<file path="src/rtl/frx_pkg.sv">
package frx_pkg;

    localparam int WORD_W   = 16;
    localparam int DATA_MAX = 9;
    localparam int IDX_W    = $clog2(DATA_MAX + 1);

    typedef enum logic [1:0] {PAR_NONE, PAR_EVEN, PAR_ODD} parity_e;
    typedef enum logic [1:0] {STOP_HALF, STOP_ONE, STOP_TWO} stop_e;
    typedef enum logic [2:0] {
        ST_IDLE, ST_START, ST_DATA, ST_PARITY, ST_STOP, ST_TAIL, ST_BRKWAIT
    } rx_state_e;

    typedef struct packed {
        logic [IDX_W-1:0] nbits;
        parity_e          par;
        stop_e            stop;
    } frame_fmt_t;

    // Result word: data in [8:0], parity error [14], framing error [15].
    function automatic logic [WORD_W-1:0] pack_word(
        input logic [DATA_MAX-1:0] d,
        input logic                perr,
        input logic                ferr
    );
        return {ferr, perr, 5'b0, d};
    endfunction

endpackage

</file>
<file path="src/rtl/frx_sync.sv">
module frx_sync #(
    parameter int STAGES = 2
) (
    input  logic clk,
    input  logic rst,
    input  logic din,
    output logic dout
);
    logic [STAGES-1:0] chain;

    always_ff @(posedge clk) begin
        if (rst) chain <= '1;
        else     chain <= {chain[STAGES-2:0], din};
    end

    assign dout = chain[STAGES-1];
endmodule

</file>
<file path="src/rtl/frx_cfg_decode.sv">
module frx_cfg_decode
    import frx_pkg::*;
(
    input  logic [15:0] cfg_word,
    output frame_fmt_t  fmt
);
    logic [3:0] cnt_field;

    always_comb begin
        cnt_field = cfg_word[3:0];
        if (cnt_field < 4'd2)      fmt.nbits = IDX_W'(5);
        else if (cnt_field > 4'd6) fmt.nbits = IDX_W'(DATA_MAX);
        else                       fmt.nbits = IDX_W'(cnt_field + 4'd3);

        case (cfg_word[9:8])
            2'b10:   fmt.par = PAR_EVEN;
            2'b11:   fmt.par = PAR_ODD;
            default: fmt.par = PAR_NONE;
        endcase

        if (cfg_word[13])      fmt.stop = STOP_TWO;
        else if (cfg_word[12]) fmt.stop = STOP_ONE;
        else                   fmt.stop = STOP_HALF;
    end
endmodule

</file>
<file path="src/rtl/frx_engine.sv">
module frx_engine
    import frx_pkg::*;
#(
    parameter int OVS = 16   // ticks per bit; multiple of 4, at least 8
) (
    input  logic              clk,
    input  logic              rst,
    input  logic              tick,
    input  logic              rx_bit,
    input  frame_fmt_t        fmt_in,
    output logic              push,
    output logic [WORD_W-1:0] word_out
);
    localparam int HALF     = OVS / 2;
    localparam int QUART    = OVS / 4;
    localparam int TAIL_LEN = OVS + HALF - 2;
    localparam int CW       = $clog2(TAIL_LEN + 1);

    rx_state_e           state;
    logic [CW-1:0]       cnt;
    logic [IDX_W-1:0]    idx;
    logic [DATA_MAX-1:0] data;
    logic                pbit;
    frame_fmt_t          fmt_q;
    logic [CW-1:0]       stop_last;
    logic                par_bad;

    always_comb begin
        stop_last = (fmt_q.stop == STOP_HALF) ? CW'(OVS - QUART - 1) : CW'(OVS - 1);
        par_bad   = (fmt_q.par != PAR_NONE) &&
                    ((^data ^ pbit) != (fmt_q.par == PAR_ODD));
    end

    always_ff @(posedge clk) begin
        if (rst) begin
            state    <= ST_IDLE;
            cnt      <= '0;
            idx      <= '0;
            data     <= '0;
            pbit     <= 1'b0;
            fmt_q    <= '{nbits: IDX_W'(8), par: PAR_NONE, stop: STOP_ONE};
            push     <= 1'b0;
            word_out <= '0;
        end else begin
            push <= 1'b0;
            if (tick) begin
                case (state)
                    ST_IDLE: if (!rx_bit) begin
                        state <= ST_START;
                        cnt   <= CW'(1);
                    end
                    ST_START: if (cnt == CW'(HALF - 1)) begin
                        cnt <= '0;
                        if (rx_bit) state <= ST_IDLE;
                        else begin
                            state <= ST_DATA;
                            idx   <= '0;
                            data  <= '0;
                            pbit  <= 1'b0;
                            fmt_q <= fmt_in;
                        end
                    end else cnt <= cnt + 1'b1;
                    ST_DATA: if (cnt == CW'(OVS - 1)) begin
                        cnt       <= '0;
                        data[idx] <= rx_bit;
                        if (idx == fmt_q.nbits - 1'b1)
                            state <= (fmt_q.par != PAR_NONE) ? ST_PARITY : ST_STOP;
                        else
                            idx <= idx + 1'b1;
                    end else cnt <= cnt + 1'b1;
                    ST_PARITY: if (cnt == CW'(OVS - 1)) begin
                        cnt   <= '0;
                        pbit  <= rx_bit;
                        state <= ST_STOP;
                    end else cnt <= cnt + 1'b1;
                    ST_STOP: if (cnt == stop_last) begin
                        cnt      <= '0;
                        push     <= 1'b1;
                        word_out <= pack_word(data, par_bad, !rx_bit);
                        if (!rx_bit)                    state <= ST_BRKWAIT;
                        else if (fmt_q.stop == STOP_TWO) state <= ST_TAIL;
                        else                            state <= ST_IDLE;
                    end else cnt <= cnt + 1'b1;
                    ST_TAIL: if (cnt == CW'(TAIL_LEN - 1)) begin
                        cnt   <= '0;
                        state <= ST_IDLE;
                    end else cnt <= cnt + 1'b1;
                    ST_BRKWAIT: if (rx_bit) state <= ST_IDLE;
                    default: state <= ST_IDLE;
                endcase
            end
        end
    end

    AST_FALSE_START_DROPPED: assert property (@(posedge clk) disable iff (rst)
        (state == ST_START && tick && cnt == CW'(HALF - 1) && rx_bit) |=> state == ST_IDLE);
    AST_UNUSED_BITS_ZERO: assert property (@(posedge clk) disable iff (rst)
        push |-> ((word_out[DATA_MAX-1:0] >> fmt_q.nbits) == '0));
    AST_BREAK_WAITS_HIGH: assert property (@(posedge clk) disable iff (rst)
        (state == ST_BRKWAIT && !rx_bit) |=> state == ST_BRKWAIT);
    AST_SINGLE_PUSH: assert property (@(posedge clk) disable iff (rst)
        push |=> !push);
endmodule

</file>
<file path="src/rtl/frx_holder.sv">
module frx_holder
    import frx_pkg::*;
(
    input  logic              clk,
    input  logic              rst,
    input  logic              push,
    input  logic [WORD_W-1:0] word_in,
    input  logic              take,
    output logic [WORD_W-1:0] word_q,
    output logic              valid,
    output logic              ovf
);
    always_ff @(posedge clk) begin
        if (rst) begin
            word_q <= '0;
            valid  <= 1'b0;
            ovf    <= 1'b0;
        end else begin
            ovf <= push && valid && !take;
            if (push) begin
                word_q <= word_in;
                valid  <= 1'b1;
            end else if (take) begin
                valid <= 1'b0;
            end
        end
    end

    AST_NO_OVF_WITHOUT_HELD: assert property (@(posedge clk) disable iff (rst)
        ovf |-> $past(valid));
    AST_HELD_UNTIL_TAKEN: assert property (@(posedge clk) disable iff (rst)
        (valid && !take) |=> valid);
    AST_RESERVED_ZERO: assert property (@(posedge clk) disable iff (rst)
        valid |-> word_q[13:9] == 5'b0);
endmodule

</file>
<file path="src/rtl/serial_frame_rx.sv">
module serial_frame_rx
    import frx_pkg::*;
#(
    parameter int OVS         = 16,
    parameter int SYNC_STAGES = 2
) (
    input  logic        clk,
    input  logic        rst,
    input  logic        sample_tick,
    input  logic        rxd,
    input  logic [15:0] frame_cfg,
    input  logic        rx_take,
    output logic [15:0] rx_word,
    output logic        rx_valid,
    output logic        rx_ovf
);
    logic              rx_clean;
    frame_fmt_t        fmt;
    logic              push;
    logic [WORD_W-1:0] word;

    frx_sync #(.STAGES(SYNC_STAGES)) u_sync (
        .clk(clk), .rst(rst), .din(rxd), .dout(rx_clean)
    );

    frx_cfg_decode u_dec (
        .cfg_word(frame_cfg), .fmt(fmt)
    );

    frx_engine #(.OVS(OVS)) u_eng (
        .clk(clk), .rst(rst), .tick(sample_tick), .rx_bit(rx_clean),
        .fmt_in(fmt), .push(push), .word_out(word)
    );

    frx_holder u_hold (
        .clk(clk), .rst(rst), .push(push), .word_in(word), .take(rx_take),
        .word_q(rx_word), .valid(rx_valid), .ovf(rx_ovf)
    );
endmodule

</file>
<file path="config.mk">
export PLATFORM = sky130hd
export DESIGN_NAME = serial_frame_rx
export DESIGN_NICKNAME = d
export VERILOG_FILES = /design/src/rtl/frx_pkg.sv /design/src/rtl/frx_sync.sv /design/src/rtl/frx_cfg_decode.sv /design/src/rtl/frx_engine.sv /design/src/rtl/frx_holder.sv /design/src/rtl/serial_frame_rx.sv
export SDC_FILE = /design/constraint.sdc
export NUM_CORES = 1
export LEC_CHECK = 0
export ABC_AREA = 1
export BUFFER_PORTS_ARGS = -buffer_cell sky130_fd_sc_hd__buf_4
export CAP_MARGIN = 20
export CORE_MARGIN = 5
export CORE_UTILIZATION = 62
export CTS_CLUSTER_SIZE = 8
export DETAILED_ROUTE_END_ITERATION = 8
export PLACE_DENSITY = 0.85
export SLEW_MARGIN = 20
export SYNTH_ARGS = -nofsm -noshare
export SYNTH_HDL_FRONTEND = slang
export SYNTH_SLANG_ARGS = --single-unit
</file>
<file path="constraint.sdc">
create_clock -name clk -period 4.9 [get_ports clk]
set_clock_uncertainty 0.05 [all_clocks]
set_input_delay 1.47 -clock clk [delete_from_list [all_inputs] [get_ports clk]]
set_output_delay 1.47 -clock clk [all_outputs]
set_load 0.05 [all_outputs]
</file>
==> out/metrics.csv, run 1 <==
metric;value;unit
die width;80.4;µm
# Max-Cap Violations;0;
mean post-synth cell area;6.72;µm²
peak fanout along the critical path;2;
worst path cell trace;buf_4;
Routed Antenna Nets;0;
WL met3;442;µm
total power;0.00103;W
Area Overhead vs Synth;12.8;%
CTS Buf Count;9;
mapped cell area;3070;µm²
die area;6460;µm²
largest net degree at the start of global routing;35;
Worst Slack Setup Final;2.50;ns
io pins;39;
Via density;5.12;
final core utilization;72.9;%
Slew Limit Fails;0;
Mapped Cells;457;
DR WL/cell;11.8;µm
Max VDD drop;0.000185;V
met1 WL;2750;µm
Arr. time, crit path;0.88;ns
FMAX;0.417;GHz
CP Launch Type;flop;
CP top delay family;flip-flops;
I/O Buffers;25;
hold slack;0.364;ns
FP Rows;25;
WL met2;3150;µm
Setup WS pre-CTS;2.16;ns
Yosys top cell by area;dfxtp_1;
DRC;0;
H-tree levels;3;
distinct cell type count after synthesis;34;
final WL;6520;µm
RSZ-0062 raised after global routing;no;
n_diodes;0;
Hold Vio Cnt, Final;0;
final worst path period share;48.9;%
Starting Density;64.6;%
initial antenna violation count;0;
Hold Crit Class;reg -> reg;
P_leak;1.57;nW
fin crit period;2.40;ns
Sum Neg Setup Slack;0;ns
register area share after synthesis;37.1;%
fin nets;511;
worst slew pin tran;0.630;ns
layout cells sized above 1;12.6;%
Post-CTS Setup Inserts;0;
Vias;2825;
CP Capture Type;output pin;
top-area cell type share of the netlist area;37.1;%
status;finished clean;
clock latency on the worst-skew pair;0.35;ns
post-CTS sizing;0;
CTS Root Cell;clkbuf_8;
Max stage delay on crit path;0.33;ns
WP buf/inv;1;
clk sinks;57;
Worst Setup Path Type;reg -> out;
first-pass GRT wire length;11700;µm
hpwl dp;4780;µm
pwr/cell area;296;nW/µm²
largest cells by area after synthesis;dfxtp_1, nand2_1, nor2_1, inv_1, o21ai_0;
Top Metal Used;met4;
Final setup viols;0;
CTS tree;done;
vias in the first global route;2765;
Overall Global Routing Usage;23.3;%
CTS Hold Bufs;0;
Final GP Congestion;0.918;
#FFs+latches synth;57;
grt total ovfl;0;
slew margin rel.;58.0;%
Worst-path clk slew;0.07;ns
drt first pass iters;5;
Core Area;4750;µm²
Clock Path Buffers;2;
DR iter-0 viols;138;
floorplan die height;80.4;µm
Required @ worst endpoint;3.38;ns
CP max stage cell;dfxtp_1;
synthesis warning total;0;
-- worst reg2reg max path, cell delays in order, from the launching register on --
cell and delay [ns]:
dfxtp_1 0.40, ha_1 0.25, nand2_1 0.07, nor2_1 0.13
ha_1 0.21, inv_1 0.07, nand2_1 0.06, o21ai_1 0.09
nor2_4 0.19, nand2_4 0.12, nor3_4 0.31, nand2_1 0.10
a21oi_1 0.14
-- Yosys cell counts (all sizes together) --
master and instances:
nor3 9, nor2 73, buf 9, a211oi 5, nand2 95, o21ai 40
conb 1, a21oi 35, clkbuf 8, a31oi 2, nand3 30, nand4 3
inv 61, dfxtp 57, or2 4, o221ai 1, o22ai 1, xnor2 4
o211ai 3, xor2 6, ha 10
-- state kept, by name (all words and copies together) (netlist names) --
| name | flops |
|---|---|
| u_eng.word_out | 11 |
| u_hold.valid | 1 |
| u_hold.ovf | 1 |
| u_eng.state | 3 |
| u_hold.word_q | 11 |
| u_eng.fmt_q | 8 |
| u_eng.idx | 4 |
| u_sync.chain | 2 |
| u_eng.cnt | 5 |
| u_eng.pbit | 1 |
| u_eng.push | 1 |
| u_eng.data | 9 |
-- cell type report --
class                   count  area [µm²]
well taps                  67        83.8
flip-flops and latches     57        1140
fillers                   410        1290
clock buffers              10         138
repair buffers             25         188
inverters                  61         229
multi-input cells         326        1630
clock inverters             6        57.6
-- routing by layer --
layer / vias up / global-route usage (%)
met5: - / 0
met4: 0 / 11.7
met3: 18 / 7.40
met2: 69 / 40.1
met1: 1239 / 25.5
li1: 1499 / -
-- power by group --
| group | internal (W) | switching, W |
|---|---|---|
| Clock | 0.000244 | 0.000189 |
| Combinational | 0.0000346 | 0.0000785 |
| Sequential | 0.000470 | 0.0000107 |
| Total | 0.000749 | 0.000279 |
-- final timing paths --
check        depth (start not counted)  slack [ns]             from         endpoint
min                                  1        0.36  u_sync.chain[0]  u_sync.chain[1]
min reg2reg                          1        0.36  u_sync.chain[0]  u_sync.chain[1]
max reg2reg                         12        2.64     u_eng.cnt[0]    u_eng.data[3]
max                                  1        2.50     u_hold.valid         rx_valid
-- placed cells by master, fill, tap and decap left out, types with 4 or more instances in the layout --
master / count
nor2_1: 70
conb_1: 5
nor3_1: 5
a211oi_1: 5
inv_2: 6
nand3_1: 29
xor2_1: 6
buf_4: 25
dfxtp_1: 57
ha_1: 10
a21oi_1: 35
inv_1: 55
nand2_1: 93
xnor2_1: 4
o21ai_0: 37
clkinv_2: 4
clkbuf_8: 10
-- per-stage QoR --
step,cells,area (µm²)
4_1_cts,552,3470
5_1_grt,552,3470
3_5_place_dp,536,3270
6_report,552,3470
3_3_place_gp,536,3270
2_1_floorplan,461,3090
-- logic make-up (layout without fill, tap and decap cells) --
group                    Yosys count  after routing  synth area share (%)
adder cells (fa/ha/maj)           10             10                  4.07
XOR/XNOR                          10             10                  2.85
other                              1              5                 0.122
flip-flops                        57             57                  37.1
buffers and inverters             78            102                  10.3
AO/OA/AOI/OAI                     87             87                  15.2
AND/OR/NAND/NOR                  214            214                  30.3
(Power assumes the default switching activity.)
==> inputs of run 2 (changes only) <==
Settings changed: CORE_UTILIZATION 62 to 52, PLACE_DENSITY 0.85 to 0.76.
Clock period 4.9 ns to 1.9 ns, I/O delays scaled along.
==> run 2 against run 1 <==
- first-iteration DRC count shrank 25%
- flip-flop and latch count is the same
- worst setup slack lost 2.5 ns
- count of clock-buffer cells in the layout grew 1
- hold slack lost 0.0032 ns
- largest power group is now the clock network
- total power grew to 2.8 times the previous value
- wire length grew 4.4%
==> out/metrics.csv, run 2 (synthesis gave the netlist of run 1 again) <==
metric;value;unit;change
H-tree levels;3;;unchanged
clock latency on the worst-skew pair;0.35;ns;about the same
I/O Buffers;25;;unchanged
CP Capture Type;flop;;
status;finished clean;;
io pins;39;;unchanged
die area;7540;µm²;+17%
Hold Path Depth;1;;unchanged
most frequent cells in the layout;nand2_1, nor2_1, inv_1, dfxtp_1, buf_4;;
P_leak;1.69;nW;+7.6%
first-pass GRT wire length;11700;µm;unchanged
largest net degree at the start of global routing;25;;-29%
vias in the first global route;2645;;-4.3%
design area;3730;µm²;+7.7%
Hold Vio Cnt, Final;0;;unchanged
Sum Neg Setup Slack;0;ns;unchanged
CTS Root Cell;clkbuf_8;;
Routed Antenna Nets;0;;unchanged
final core utilization;64.2;%;-8.7 points
DR iter-0 viols;103;;-25%
Required @ worst endpoint;2.09;ns;-1.29 ns
pwr/cell area;758;nW/µm²;+160%
CTS Buf Count;9;;unchanged
FMAX;0.533;GHz;
Worst-path clk slew;0.06;ns;about the same
Core Area;5820;µm²;+22%
hpwl dp;4930;µm;+3.3%
layout cells sized above 1;18.7;%;+6.1 points
Clock Path Buffers;2;;unchanged
fin nets;528;;+3.3%
fin crit period;1.88;ns;
CTS tree;done;;
floorplan die height;86.9;µm;+8.0%
grt total ovfl;0;;unchanged
CP Launch Type;flop;;
DR WL/cell;11.8;µm;-0.17%
RSZ-0062 raised after global routing;yes;;
CTS Hold Bufs;0;;unchanged
Reg2Reg Depth;12;;unchanged
Vias;2952;;+4.5%
Slew Limit Fails;0;;unchanged
initial antenna violation count;0;;unchanged
Final setup viols;0;;unchanged
Regs by FF count;u_eng.word_out (11), u_hold.word_q (11), u_eng.data (9);;
most common cell after layout, fill and taps aside;nand2_1;;
Worst Setup Path Type;reg -> reg;;
final worst path period share;98.8;%;
final WL;6810;µm;+4.4%
# Max-Cap Violations;0;;unchanged
Arr. time, crit path;2.06;ns;+1.18 ns
clk sinks;57;;unchanged
Hold Crit Class;reg -> reg;;
peak fanout along the critical path;4;;+2
Area Overhead vs Synth;21.5;%;
drt first pass iters;4;;-1
DRC;0;;unchanged
Starting Density;52.8;%;-12 points
DP Area;3430;µm²;+4.8%
Final GP Congestion;0.920;;+0.21%
FP Rows;28;;+12%
die width;86.9;µm;+8.0%
Overall Global Routing Usage;19.4;%;-3.8 points
Max VDD drop;0.000408;V;+120%
n_diodes;0;;unchanged
Via density;5.12;;about the same
-- run 2: area by class of cell --
class                      instances  area, µm²
fill                             532       2080
clock buffer                      11        141
multi-input combinational        326       1710
clock inverter                     5       78.8
inverter                          61        231
timing repair buffer              42        332
sequential                        57       1140
tap                               75       93.8
-- run 2: routing by layer --
layer | GRT usage [%] | vias to the layer above | wire length [µm]
met1 | 24.5 | 1321 | 3040
met3 | 4.54 | 16 | 432
li1 | - | 1535 | -
met5 | 0 | - | 0
met4 | 10.8 | 0 | 160
met2 | 30.5 | 80 | 3170
-- run 2: metrics by stage --
step / hold slack, ns / std cells / total power, W / setup slack (ns)
floorplan: 0.339 / 461 / 0.00149 / -0.00125
global placement: 0.342 / 559 / 0.00157 / -0.0376
detailed placement: 0.345 / 559 / 0.00157 / -0.114
CTS: 0.348 / 576 / 0.00284 / 0.00616
global route: 0.350 / 577 / 0.00296 / -0.0793
finish: 0.361 / 577 / 0.00283 / 0.0234
-- run 2: critical path, cell delays in order (launching register included) --
cell and delay, ns:
dfxtp_2 0.37, ha_4 0.15, nand2_2 0.07, nor2_4 0.12, ha_4 0.16, nor2_2 0.03
inv_1 0.07, nand3_1 0.06, or2_1 0.23, nor2_2 0.17, nand2_2 0.10, o21ai_1 0.13
nor2_1 0.05
-- run 2: final timing paths --
check	from	end	slack [ns]
worst min register to register	u_sync.chain[0]	u_sync.chain[1]	0.36
worst max register to register	u_eng.cnt[0]	u_eng.state[2]	0.02
worst max-delay path	u_eng.cnt[0]	u_eng.state[2]	0.02
worst min-delay path	u_sync.chain[0]	u_sync.chain[1]	0.36
-- run 2: power breakdown --
group	leakage, nW	internal, W	total (W)	switching [W]
logic	1.12	0.000109	0.000327	0.000217
clock network	0.113	0.000772	0.00127	0.000494
registers	0.461	0.00121	0.00124	0.0000264
-- run 2: what timing repair did --
action	CTS	global route
pin swaps	2	10
buffers inserted	1	1
resized for setup	2	26
setup endpoints to repair	12	27
